$ cat config.mk
export PLATFORM = sky130hd
export DESIGN_NAME = sem_flag_unit
export DESIGN_NICKNAME = d
export VERILOG_FILES = /design/src/rtl/sem_flag_pkg.sv /design/src/rtl/sem_port_decode.sv /design/src/rtl/sem_flag_cell.sv /design/src/rtl/sem_flag_unit.sv
export SDC_FILE = /design/constraint.sdc
export NUM_CORES = 1
export LEC_CHECK = 0
export ABC_AREA = 1
export ABC_CLOCK_PERIOD_IN_PS = 1900
export BUFFER_PORTS_ARGS = -buffer_cell sky130_fd_sc_hd__buf_2
export CORE_UTILIZATION = 45
export CTS_BUF_LIST = sky130_fd_sc_hd__clkbuf_16
export DETAILED_ROUTE_END_ITERATION = 10
export PLACE_DENSITY = 0.76
export SETUP_SLACK_MARGIN = 0.3
export SYNTH_ARGS = -nofsm -noshare
export SYNTH_HDL_FRONTEND = slang
export SYNTH_SLANG_ARGS = --single-unit
$ cat constraint.sdc
create_clock -name clk -period 1.9 [get_ports clk]
set_input_delay 0.38 -clock clk [delete_from_list [all_inputs] [get_ports clk]]
set_output_delay 0.38 -clock clk [all_outputs]
set_load 0.01 [all_outputs]
$ cat src/rtl/sem_flag_pkg.sv
package sem_flag_pkg;
   // index of each port inside the two-entry vectors used by the flag cells
   typedef enum logic {PORT_L = 1'b0, PORT_R = 1'b1} port_e;
   localparam int unsigned N_PORTS = 2;
endpackage

$ cat src/rtl/sem_port_decode.sv
module sem_port_decode
   import sem_flag_pkg::*;
#(
   parameter int unsigned ADDR_W = 3,
   parameter int unsigned DATA_W = 8,
   localparam int unsigned NUM_FLAGS = 1 << ADDR_W
) (
   input  logic                 clk,
   input  logic                 rst_n,
   input  logic                 sel_n,
   input  logic                 ce_n,
   input  logic                 rw,
   input  logic                 oe_n,
   input  logic [ADDR_W-1:0]    addr,
   input  logic [DATA_W-1:0]    wdata,
   input  logic [NUM_FLAGS-1:0] held,
   output logic [NUM_FLAGS-1:0] req_vec,
   output logic [NUM_FLAGS-1:0] rel_vec,
   output logic [DATA_W-1:0]    rdata,
   output logic                 rdata_oe
);
   logic access;
   logic wr_en;

   // legal flag access: select low, chip enable high
   assign access = !sel_n && ce_n;
   assign wr_en  = access && !rw;

   for (genvar i = 0; i < NUM_FLAGS; i++) begin : g_dec
      logic hit;
      assign hit        = wr_en && (addr == ADDR_W'(i));
      assign req_vec[i] = hit && !wdata[0];
      assign rel_vec[i] = hit &&  wdata[0];
   end

   assign rdata_oe = access && rw && !oe_n;
   assign rdata    = (rdata_oe && held[addr]) ? '0 : '1;

   // illegal select/enable pairing produces no command and no drive
   p_illegal_ignored_r2: assert property (@(posedge clk) disable iff (!rst_n)
      (!sel_n && !ce_n) |-> (req_vec == '0 && rel_vec == '0 && !rdata_oe));

   // a single access touches at most one flag
   p_one_flag_r1: assert property (@(posedge clk) disable iff (!rst_n)
      $onehot0(req_vec | rel_vec));

   // idle output is all ones
   p_idle_high_r7: assert property (@(posedge clk) disable iff (!rst_n)
      !rdata_oe |-> (rdata == '1));
endmodule

$ cat src/rtl/sem_flag_cell.sv
module sem_flag_cell
   import sem_flag_pkg::*;
#(
   parameter int unsigned TIE_WINNER = 0
) (
   input  logic                 clk,
   input  logic                 rst_n,
   input  logic [N_PORTS-1:0]   req,
   input  logic [N_PORTS-1:0]   rel,
   output logic [N_PORTS-1:0]   own
);
   logic [N_PORTS-1:0] own_q, own_d;
   logic [N_PORTS-1:0] pend_q, pend_d;
   logic               win;
   logic               lose;

   // tie-break variant chosen at elaboration
   if (TIE_WINNER == 0) begin : g_tie_left
      assign win = PORT_L;
   end else begin : g_tie_right
      assign win = PORT_R;
   end
   assign lose = !win;

   always_comb begin
      own_d  = own_q;
      pend_d = pend_q;
      if (own_q == '0) begin
         if (req[win]) begin
            own_d[win] = 1'b1;
            if (req[lose]) pend_d[lose] = 1'b1;
         end else if (req[lose]) begin
            own_d[lose] = 1'b1;
         end
      end else begin
         for (int unsigned h = 0; h < N_PORTS; h++) begin
            if (own_q[h[0]]) begin
               if (rel[h[0]]) begin
                  own_d[h[0]] = 1'b0;
                  if (pend_q[!h[0]] || req[!h[0]]) begin
                     own_d[!h[0]]  = 1'b1;
                     pend_d[!h[0]] = 1'b0;
                  end
               end else if (req[!h[0]]) begin
                  pend_d[!h[0]] = 1'b1;
               end
            end
         end
      end
   end

   always_ff @(posedge clk or negedge rst_n) begin
      if (!rst_n) begin
         own_q  <= '0;
         pend_q <= '0;
      end else begin
         own_q  <= own_d;
         pend_q <= pend_d;
      end
   end

   assign own = own_q;

   p_single_owner_r10: assert property (@(posedge clk) disable iff (!rst_n)
      $countones(own_q) <= 1);

   p_hold_left_r5: assert property (@(posedge clk) disable iff (!rst_n)
      (own_q[PORT_L] && !rel[PORT_L]) |=> own_q[PORT_L]);

   p_hold_right_r5: assert property (@(posedge clk) disable iff (!rst_n)
      (own_q[PORT_R] && !rel[PORT_R]) |=> own_q[PORT_R]);

   p_handoff_to_right_r8: assert property (@(posedge clk) disable iff (!rst_n)
      (own_q[PORT_L] && rel[PORT_L] && pend_q[PORT_R]) |=> own_q[PORT_R]);

   p_handoff_to_left_r8: assert property (@(posedge clk) disable iff (!rst_n)
      (own_q[PORT_R] && rel[PORT_R] && pend_q[PORT_L]) |=> own_q[PORT_L]);

   p_pend_needs_holder_r8: assert property (@(posedge clk) disable iff (!rst_n)
      pend_q[PORT_R] |-> own_q[PORT_L]);

   p_tie_break_r9: assert property (@(posedge clk) disable iff (!rst_n)
      (own_q == '0 && req == '1) |=> (own_q[win] && pend_q[lose]));
endmodule

$ cat src/rtl/sem_flag_unit.sv
module sem_flag_unit
   import sem_flag_pkg::*;
#(
   parameter int unsigned ADDR_W     = 3,
   parameter int unsigned DATA_W     = 8,
   parameter int unsigned TIE_WINNER = 0
) (
   input  logic              clk,
   input  logic              rst_n,
   input  logic              l_sel_n,
   input  logic              l_ce_n,
   input  logic              l_rw,
   input  logic              l_oe_n,
   input  logic [ADDR_W-1:0] l_addr,
   input  logic [DATA_W-1:0] l_wdata,
   output logic [DATA_W-1:0] l_rdata,
   output logic              l_rdata_oe,
   input  logic              r_sel_n,
   input  logic              r_ce_n,
   input  logic              r_rw,
   input  logic              r_oe_n,
   input  logic [ADDR_W-1:0] r_addr,
   input  logic [DATA_W-1:0] r_wdata,
   output logic [DATA_W-1:0] r_rdata,
   output logic              r_rdata_oe
);
   localparam int unsigned NUM_FLAGS = 1 << ADDR_W;

   if (ADDR_W < 1 || ADDR_W > 6) begin : g_bad_addr
      $error("sem_flag_unit: ADDR_W must lie in 1..6");
   end
   if (DATA_W < 1) begin : g_bad_data
      $error("sem_flag_unit: DATA_W must be at least 1");
   end
   if (TIE_WINNER > 1) begin : g_bad_tie
      $error("sem_flag_unit: TIE_WINNER must be 0 or 1");
   end

   logic [NUM_FLAGS-1:0] l_req, l_rel, r_req, r_rel;
   logic [NUM_FLAGS-1:0] l_held, r_held;

   sem_port_decode #(.ADDR_W(ADDR_W), .DATA_W(DATA_W)) u_dec_l (
      .clk(clk), .rst_n(rst_n),
      .sel_n(l_sel_n), .ce_n(l_ce_n), .rw(l_rw), .oe_n(l_oe_n),
      .addr(l_addr), .wdata(l_wdata), .held(l_held),
      .req_vec(l_req), .rel_vec(l_rel),
      .rdata(l_rdata), .rdata_oe(l_rdata_oe)
   );

   sem_port_decode #(.ADDR_W(ADDR_W), .DATA_W(DATA_W)) u_dec_r (
      .clk(clk), .rst_n(rst_n),
      .sel_n(r_sel_n), .ce_n(r_ce_n), .rw(r_rw), .oe_n(r_oe_n),
      .addr(r_addr), .wdata(r_wdata), .held(r_held),
      .req_vec(r_req), .rel_vec(r_rel),
      .rdata(r_rdata), .rdata_oe(r_rdata_oe)
   );

   for (genvar f = 0; f < NUM_FLAGS; f++) begin : g_flag
      logic [N_PORTS-1:0] own;
      sem_flag_cell #(.TIE_WINNER(TIE_WINNER)) u_cell (
         .clk(clk), .rst_n(rst_n),
         .req({r_req[f], l_req[f]}),
         .rel({r_rel[f], l_rel[f]}),
         .own(own)
      );
      assign l_held[f] = own[PORT_L];
      assign r_held[f] = own[PORT_R];
   end

   // at the unit level: the two ownership maps never overlap
   p_disjoint_maps_r10: assert property (@(posedge clk) disable iff (!rst_n)
      (l_held & r_held) == '0);

   // a write on one flag leaves flags at other addresses unchanged
   p_other_flags_stable_r1: assert property (@(posedge clk) disable iff (!rst_n)
      (r_sel_n && !l_sel_n && l_ce_n && !l_rw)
         |=> ((l_held & ~(NUM_FLAGS'(1) << $past(l_addr)))
              == ($past(l_held) & ~(NUM_FLAGS'(1) << $past(l_addr)))));
endmodule

Yosys cells after proc, flatten, opt, wreduce, memory -nomap -nowiden. Index checks and enable logic that the tools add are counted.

Register bits after elaboration: 32. Output and inout bits: 18.

Order comparisons: 2. Eq/ne operators: 54. Multiplexer cells: 158. Bitwise logic cells: 8. Reduce and logical (&&, ||, !) cells: 140.

Operators with widths (number): 2-to-1 mux 2 bit (72); 2-to-1 mux 1 bit (82); logical AND 1 bit (58); nonzero test 2 bit (24); AND reduction 5 bit (8); != test 2 x 1 -> 1 bit (second input constant) (16); != test 2 bit (second input constant) (16); AND reduction 4 bit (8); equality test 3 bit (second input constant) (8); != test 3 bit (second input constant) (8); zero test 2 bit (8); logical OR 1 bit (16); 2-to-1 mux 8 bit (2); AND reduction 2 bit (8); equality test 3 x 2 -> 1 bit (second input constant) (4); zero test 1 bit (8); less-than comparator 3 x 4 -> 1 bit (second input constant) (2); NOT 1 bit (8); binary-select mux 1 bit (select 3 bit) (2); equality test 3 x 1 -> 1 bit (second input constant) (2); zero test 3 bit (2).

Depth between registers and ports, before layout. Gate-level depths: netlist of the first run.

Depth after elaboration: 13. Gate-level depth with buffers: 9. Gate-level depth less buffers: 9.

Modules after synthesis. From an unflattened synthesis of the first run, not the netlist that was laid out.

Cells, all modules: 382. Area total of the unflattened synthesis: 2339.7 sq um.

Modules (own cells, without submodules): sem_flag_cell (times used 8, cells each 31, area each 210.2 sq um, seq. area each 100.1 sq um); sem_port_decode (times used 2, cells each 67, area each 329.1 sq um, seq. area each 0.0 sq um).

Least setup slack after synthesis of the first run. Ideal clock, no wire load.

Path type: input to output. Start point: input port r_addr[0]. End point: output port r_rdata[1]. Arrival: 1446 ps. Setup slack: 74 ps. Cell stages on the path: 7. Path buffers: 1. Path through: inv_1 nand2_1 inv_1 nand2_1 nand4_1 o211ai_1 buf_4.

Word-level cells in the longest chain between the ends: 4.

RTL lines: from (decl) (RTL line sem_flag_unit.sv:22) `input logic [ADDR_W-1:0] r_addr,`; binary-select mux 1 bit (select 3 bit) (RTL line sem_port_decode.sv:37) `assign rdata = (rdata_oe && held[addr]) ? '0 : '1;`; 2-to-1 mux 1 bit (not written as such) (RTL line sem_port_decode.sv:37); logical AND 1 bit (RTL line sem_port_decode.sv:37); 2-to-1 mux 8 bit (RTL line sem_port_decode.sv:37); to (decl) (RTL line sem_flag_unit.sv:24) `output logic [DATA_W-1:0] r_rdata,`.

No other way between the ends. The select of a mux whose other input is x is not followed.

Worst setup path after layout of the first run.
Start point: register g_flag[0].u_cell.own_q[1]. End point: output port r_rdata[3].

Word-level cells in the longest chain between the ends: 4.

RTL lines: from (decl) (RTL line sem_flag_cell.sv:12) `logic [N_PORTS-1:0] own_q, own_d;`; from (signal assigned) (RTL line sem_flag_cell.sv:57) `own_q <= own_d;`; binary-select mux 1 bit (select 3 bit) (RTL line sem_port_decode.sv:37); 2-to-1 mux 1 bit (not written as such) (RTL line sem_port_decode.sv:37); logical AND 1 bit (RTL line sem_port_decode.sv:37); 2-to-1 mux 8 bit (RTL line sem_port_decode.sv:37).

No other way between the ends. The select of a mux whose other input is x is not followed.

==> results.md, run 1 <==
- Post-synthesis async set-or-reset flop share: 100%
- Worst EP required: 1520 ps
- Layout cells sized above 1: 30.6%
- DP Worst Slack: -25.9 ps
- Post-synth top cells: 73 x nand2_1, 50 x nand3_1, 44 x inv_1
- Peak supply drop: 598 µV
- Crit. End Element: output port
- Worst skew pair latency: 280 ps
- I/O pins: 50
- Post-DP Area: 2580 µm²
- WP data arrival: 1410 ps
- Max Clock Freq: 557 MHz
- Run status: complete, no violations
- Max cap viols: 0
- Reg2Reg Depth: 7
- Post-synth EDFFs: 0
- Crit-path max FO: 8
- WP buf/inv: 2
- Sequential cell area fraction in the yosys report: 34.8%
- Reg2reg setup slack: 690 ps
- Overflow after GRT: 0
- Num rows: 25
- Setup violations, final: 0
- Delay of the slowest critical-path stage: 440 ps
- Syn-to-layout area delta: 25.0%
- Slowest-stage cell, CP: dfrtp_2
- Placed cells: 430
- Top-count cell post-synth: nand2_1
- CTS tree: yes
- Final Worst Setup Slack: 105 ps
- Vias in the first global route: 2197
- CTS Hold Bufs: 0
- Hold Fails Final Rpt: 0
- Met3 WL: 349 µm
- Actual slew at the worst max-slew pin: 756 ps
- CTS sink cnt: 32
- Post-DP HPWL: 4230 µm
- Cell Pwr Density: 849 nW/µm²
- Initial Util: 47.8%
- First-pass GRT wire length: 9670 µm
- Num CTS Buffers: 5
- Final WL: 5820 µm
- Final Skew: 3.61 ps
- Fin cells: 449
- Static Leakage: 1.35 nW
- Register bit total from synthesis: 32
- RSZ-0062 raised after global routing: true
- Cell taking the most area after synthesis: dfrtp_1
- Area share of the largest cell type after synthesis: 34.8%
- Final Net Count: 413
- Tcrit/Tclk final: 94.5%
- DRT Pass-1 Iters: 4
- GP Congestion: 0.955
- Synth cell types: 32
- Worst r2r src: g_flag[5].u_cell.own[1]
- Post-Syn Instances: 336
- Slew margin rel.: 49.6%
- ANT nets after route: 0
- Ant. Diodes: 0
- Port bufs: 35
- Antenna violations before repair: 0
- DR DRC count: 0
- Met2 routed WL: 2800 µm
- H-tree depth: 2
- Cell area after synthesis: 2300 µm²
- Avg WL per Cell: 13.0 µm
- RR Endpoint: g_flag[5].u_cell.pend_q[1]
- Mapped Avg Cell Area: 6.86 µm²
- CP startpoint kind: register
- Clk root buf: clkbuf_16
- Die height: 73.5 µm
- Largest net degree at the start of global routing: 33
- WL met1: 2550 µm
- Hold WC Path Type: input port to asynchronous set/reset pin
- Syn_nets: 368
- Clk slew on worst S/H paths: 50 ps
- Final Max Slew Viols: 0
- Iteration-0 DRC Markers: 170
- Fin Hold WS: 170 ps
- Min Tclk post-route: 1790 ps
- Gr usage total: 23.7%
- Most used DFF post-synth: dfrtp_1
- Clock tree buffer depth: 2
- Top delay family on crit path: flip-flops
- Vias/cell: 5.12
- DIE AREA: 5410 µm²
- Top cells by area, synth: dfrtp_1 35%, nand2_1 12%, nand3_1 11%
- Top sig layer: met4
- Core box area: 4820 µm²
- Vias: 2297
- Die X: 73.5 µm
- Crit path cell chain: a21oi_2, o2111ai_2, o211ai_1, buf_4, buf_2
- Crit Path Class: register to output port
- Synthesis Warnings: 0
- Stages on worst setup path: 5
- Post-route cell area: 2880 µm²
==> cells by family after synthesis <==
| kind of cell | share of synthesized area (%) |
|---|---|
| buffers and inverters | 13.9 |
| AND/OR/NAND/NOR | 41.4 |
| flip-flops | 34.8 |
| AO/OA/AOI/OAI | 9.89 |
==> worst max path at each step <==
stage | from | slack, ps | to
final | g_flag[0].u_cell.own[1] | 110 | r_rdata[3]
after global routing | g_flag[0].u_cell.own[0] | 20 | l_rdata[2]
after CTS | g_flag[0].u_cell.own[0] | 140 | l_rdata[4]
after detailed placement | l_addr[0] | -30 | l_rdata[7]
after global placement | l_addr[0] | -5 | l_rdata[0]
after floorplan | r_addr[0] | 160 | r_rdata[1]
==> final cells by class <==
| cell class | count | area (µm²) |
|---|---|---|
| clock inverter | 3 | 11.3 |
| inverter | 55 | 234 |
| clock buffer | 5 | 125 |
| tap | 67 | 83.8 |
| multi-input combinational | 233 | 1260 |
| fill | 443 | 1940 |
| timing repair buffer | 54 | 364 |
| sequential | 32 | 805 |
==> stage by stage <==
step	total power (W)	TNS, ps	utilization, %
after floorplan	0.00139	0	-
after global placement	0.00156	-38.1	53.6
after detailed placement	0.00158	-305	53.6
after CTS	0.00242	0	59.2
after global routing	0.00260	0	59.8
final	0.00245	0	59.8
==> metal layers <==
metal | track usage, % | vias up
met2 | 39.2 | 66
met5 | 0 | -
met3 | 5.35 | 13
met1 | 29.6 | 1048
met4 | 10.0 | 0
li1 | - | 1170
==> worst reg2reg max path, delay by kind of cell (launching register included) <==
family | cells | cell delay (ps)
simple gates | 5 | 550
flops | 1 | 360
buf+inv | 2 | 190
==> placed cells by master (no fill, tap or decap), types with 2 or more instances in the layout <==
cell type,Yosys,final
dfrtp_1,32,29
nand2_1,73,69
nor3_1,4,2
o21a_1,2,2
o21ai_1,4,4
clkbuf_16,0,5
a21oi_1,12,11
nand2_2,3,5
dfrtp_2,0,3
nand4_1,10,10
o21ai_0,10,10
inv_1,44,38
inv_12,0,2
nor2_2,9,10
nor3_2,0,2
buf_2,1,27
nor2_4,8,11
a31oi_1,2,2
inv_2,8,13
buf_6,0,7
clkinv_1,3,4
nand3_1,50,50
buf_4,14,20
nor2_1,30,26
o211ai_1,2,2
nand3b_1,2,2
nand3_2,3,3
==> state kept, by name, indices dropped and copies added (netlist names) <==
name	cells
g_flag.u_cell.own	16
g_flag.u_cell.pend_q	16
==> what timing repair did <==
item,in CTS,in global routing
pin swaps,6,0
endpoints found under the setup margin,16,16
gates resized for setup,21,3
buffers inserted,9,2
==> power by group <==
group          switching [W]  leakage (nW)  total (W)  internal [W]
logic               0.000437         0.901   0.000744      0.000307
registers           0.000118         0.377   0.000955      0.000837
clock network       0.000276        0.0738   0.000746      0.000470
No activity file was read; power rests on OpenSTA's default activity.
==> inputs of run 2 (changes only) <==
- CELL_PAD_IN_SITES_DETAIL_PLACEMENT: default -> 1
- CELL_PAD_IN_SITES_GLOBAL_PLACEMENT: default -> 2
- CORE_UTILIZATION: 45 -> 30
- PLACE_DENSITY: 0.76 -> 0.89
==> run 2 against run 1 <==
Against the previous run:
- sequential share of layout area shrank 1.7 points
- first-iteration DRC count shrank 31%
- combinational power grew 12%
- hold slack lost 34 ps
- clock skew grew 3.4 ps
- critical endpoint is now l_rdata[4]
==> results.md, run 2 (same netlist as run 1, synthesis figures left out) <==
- Run status: complete, no violations
- CP dominant cell by count: nor2_4
- DIE AREA: 8030 µm² (+49%)
- Cell Pwr Density: 823 nW/µm² (-3.1%)
- Port bufs: 35 (unchanged)
- Delay of the slowest critical-path stage: 200 ps (-240 ps)
- Final Net Count: 420 (+1.7%)
- Num rows: 31 (+24%)
- Tcrit/Tclk final: 97.2% (+2.8 points)
- Fin cells: 487 (+8.5%)
- Top delay family on crit path: buffers and inverters
- First-pass GRT wire length: 11200 µm (+16%)
- Setup TNS: 0 ps (unchanged)
- Final Worst Setup Slack: 52.5 ps (-52.5 ps)
- Stages on worst setup path: 10 (+5)
- WP data arrival: 1470 ps (+60 ps)
- WL met1: 3140 µm (+23%)
- WP buf/inv: 5 (+3)
- Initial Util: 31.4% (-16 points)
- Clk root buf: clkbuf_16
- Slowest-stage cell, CP: buf_4
- Hold WC Path Type: input port to asynchronous set/reset pin
- DP Worst Slack: -80.4 ps (-54.6 ps)
- Iteration-0 DRC Markers: 118 (-31%)
- Final WL: 6960 µm (+20%)
- ANT nets after route: 0 (unchanged)
- CTS tree: yes
- Commonest non-fill, non-tap cell in the layout: nand2_1
- Crit. End Element: output port
- RSZ-0062 raised after global routing: true
- Syn-to-layout area delta: 32.9%
- Min Tclk post-route: 1850 ps (+52.5 ps)
- Vias/cell: 4.81 (-6.0%)
- Num CTS Buffers: 5 (unchanged)
- Peak supply drop: 426 µV (-29%)
- CTS sink cnt: 32 (unchanged)
- FF+latch area: 802 µm² (-0.31%)
- Max Clock Freq: 541 MHz (-2.8%)
- H-tree depth: 2 (unchanged)
- Post-DP HPWL: 5110 µm (+21%)
- CTS Hold Bufs: 0 (unchanged)
- Crit Path Class: input port to output port
- Ant. Diodes: 0 (unchanged)
- CP startpoint: l_addr[0]
- Fill cell count: 917 (+110%)
- Commonest cells after routing, fill and taps aside: 68 x nand2_1, 49 x nand3_1, 35 x inv_1
- Die height: 89.6 µm (+22%)
- Vias: 2342 (+2.0%)
- Die X: 89.6 µm (+22%)
- Top sig layer: met4
- Hold Fails Final Rpt: 0 (unchanged)
- Largest net degree at the start of global routing: 33 (unchanged)
- Actual slew at the worst max-slew pin: 457 ps (-299 ps)
- I/O pins: 50 (unchanged)
- Reg2Reg Depth: 6 (-1)
- CP startpoint kind: input port
- Overflow after GRT: 0 (unchanged)
- GP Congestion: 0.757 (-21%)
- Clk slew on worst S/H paths: 60 ps (about the same)
- Reg2reg setup slack: 700 ps (about the same)
- CP Capture Point: l_rdata[4]
- DRT Pass-1 Iters: 4 (unchanged)
- Crit-path max FO: 8 (unchanged)
- Antenna violations before repair: 0 (unchanged)
- Core box area: 7330 µm² (+52%)
- Met2 routed WL: 3560 µm (+27%)
- Vias in the first global route: 2375 (+8.1%)
- Area occupied by multi-input gates: 1270 µm² (+1.2%)
- Static Leakage: 1.43 nW (+5.9%)
- Clock tree buffer depth: 2 (unchanged)
- Worst skew pair latency: 270 ps (about the same)
- Gr usage total: 18.4% (-5.3 points)
- DR DRC count: 0 (unchanged)
- Avg WL per Cell: 14.3 µm (+10%)
- Max cap viols: 0 (unchanged)
- Placed cells: 466 (+8.4%)
- Layout cells sized above 1: 32.5% (+1.8 points)
- Crit path cell chain: buf_6, inv_12, nor2_4, inv_2, nor2_4, nor2_4, nand3_2, o211ai_1, buf_4, buf_6
- Slew margin rel.: 69.5% (+20 points)
- Worst EP required: 1520 ps (about the same)
- Setup violations, final: 0 (unchanged)
- Power Total: 0.00252 W (+3.1%)
- RR Endpoint: g_flag[2].u_cell.own[0]
- Final Max Slew Viols: 0 (unchanged)
- Final Skew: 6.99 ps (+3.37 ps)
- Met3 WL: 163 µm (-53%)
- Worst r2r src: g_flag[2].u_cell.own[1]
## run 2: cell types whose count changed in the layout (fill, tap and decap cells not counted), moves of 2 or more
cell,before,now
buf_4,20,26
dfrtp_2,3,1
inv_2,13,15
nor2_4,11,13
inv_1,38,35
buf_6,7,20
nor2_2,10,7
dfrtp_1,29,31
buf_2,27,15
## run 2: area by class of cell
| type | count | share of cell area (%) |
|---|---|---|
| repair buffers | 61 | 16.2 |
| clock buffers | 5 | 4.09 |
| clock inverters | 2 | 0.286 |
| inverters | 55 | 7.65 |
| multi-input cells | 233 | 41.5 |
| flip-flops and latches | 32 | 26.2 |
| well taps | 99 | 4.05 |
## run 2: timing repair
action / 4_1_cts / 5_1_grt
pin swaps: 6 / 5
setup buffers: 11 / 3
resized for setup: 21 / 20
endpoints found under the setup margin: 16 / 16
## run 2: worst reg2reg max path: stages, from the launching register on
cell     delay [ps]
dfrtp_1         390
buf_4           140
buf_4           140
nor2_1          140
nand2_1          90
nand3_1          70
o21ai_0         100
## run 2: per-stage QoR
step                      utilization, %  hold slack (ps)  cell area, µm²
after floorplan                        -             84.4            2370
after global placement              36.1              447            2650
after detailed placement            36.1              452            2650
after CTS                           40.3              156            2950
after global routing                41.7              170            3060
final                               41.7              136            3060
## run 2: layer usage
layer	track usage, %	up-vias
met3	2.93	9
li1	-	1178
met2	33.7	25
met5	0	-
met1	22.8	1130
met4	3.75	0
## run 2: power by group
part / switching [W] / internal, W
sequential: 0.000100 / 0.000834
combinational: 0.000482 / 0.000351
clock: 0.000283 / 0.000470
total: 0.000865 / 0.00165
## run 2: worst min-delay path by stage
| stage | startpoint | end | slack [ps] | cells after the start |
|---|---|---|---|---|
| after floorplan | rst_n | g_flag[0].u_cell.own[0] | 80 | 0 |
| after global placement | rst_n | g_flag[1].u_cell.pend_q[0] | 450 | 2 |
| after detailed placement | rst_n | g_flag[1].u_cell.pend_q[0] | 450 | 2 |
| after CTS | rst_n | g_flag[1].u_cell.pend_q[0] | 160 | 2 |
| after global routing | rst_n | g_flag[1].u_cell.own[1] | 170 | 2 |
| final | rst_n | g_flag[1].u_cell.pend_q[0] | 140 | 2 |
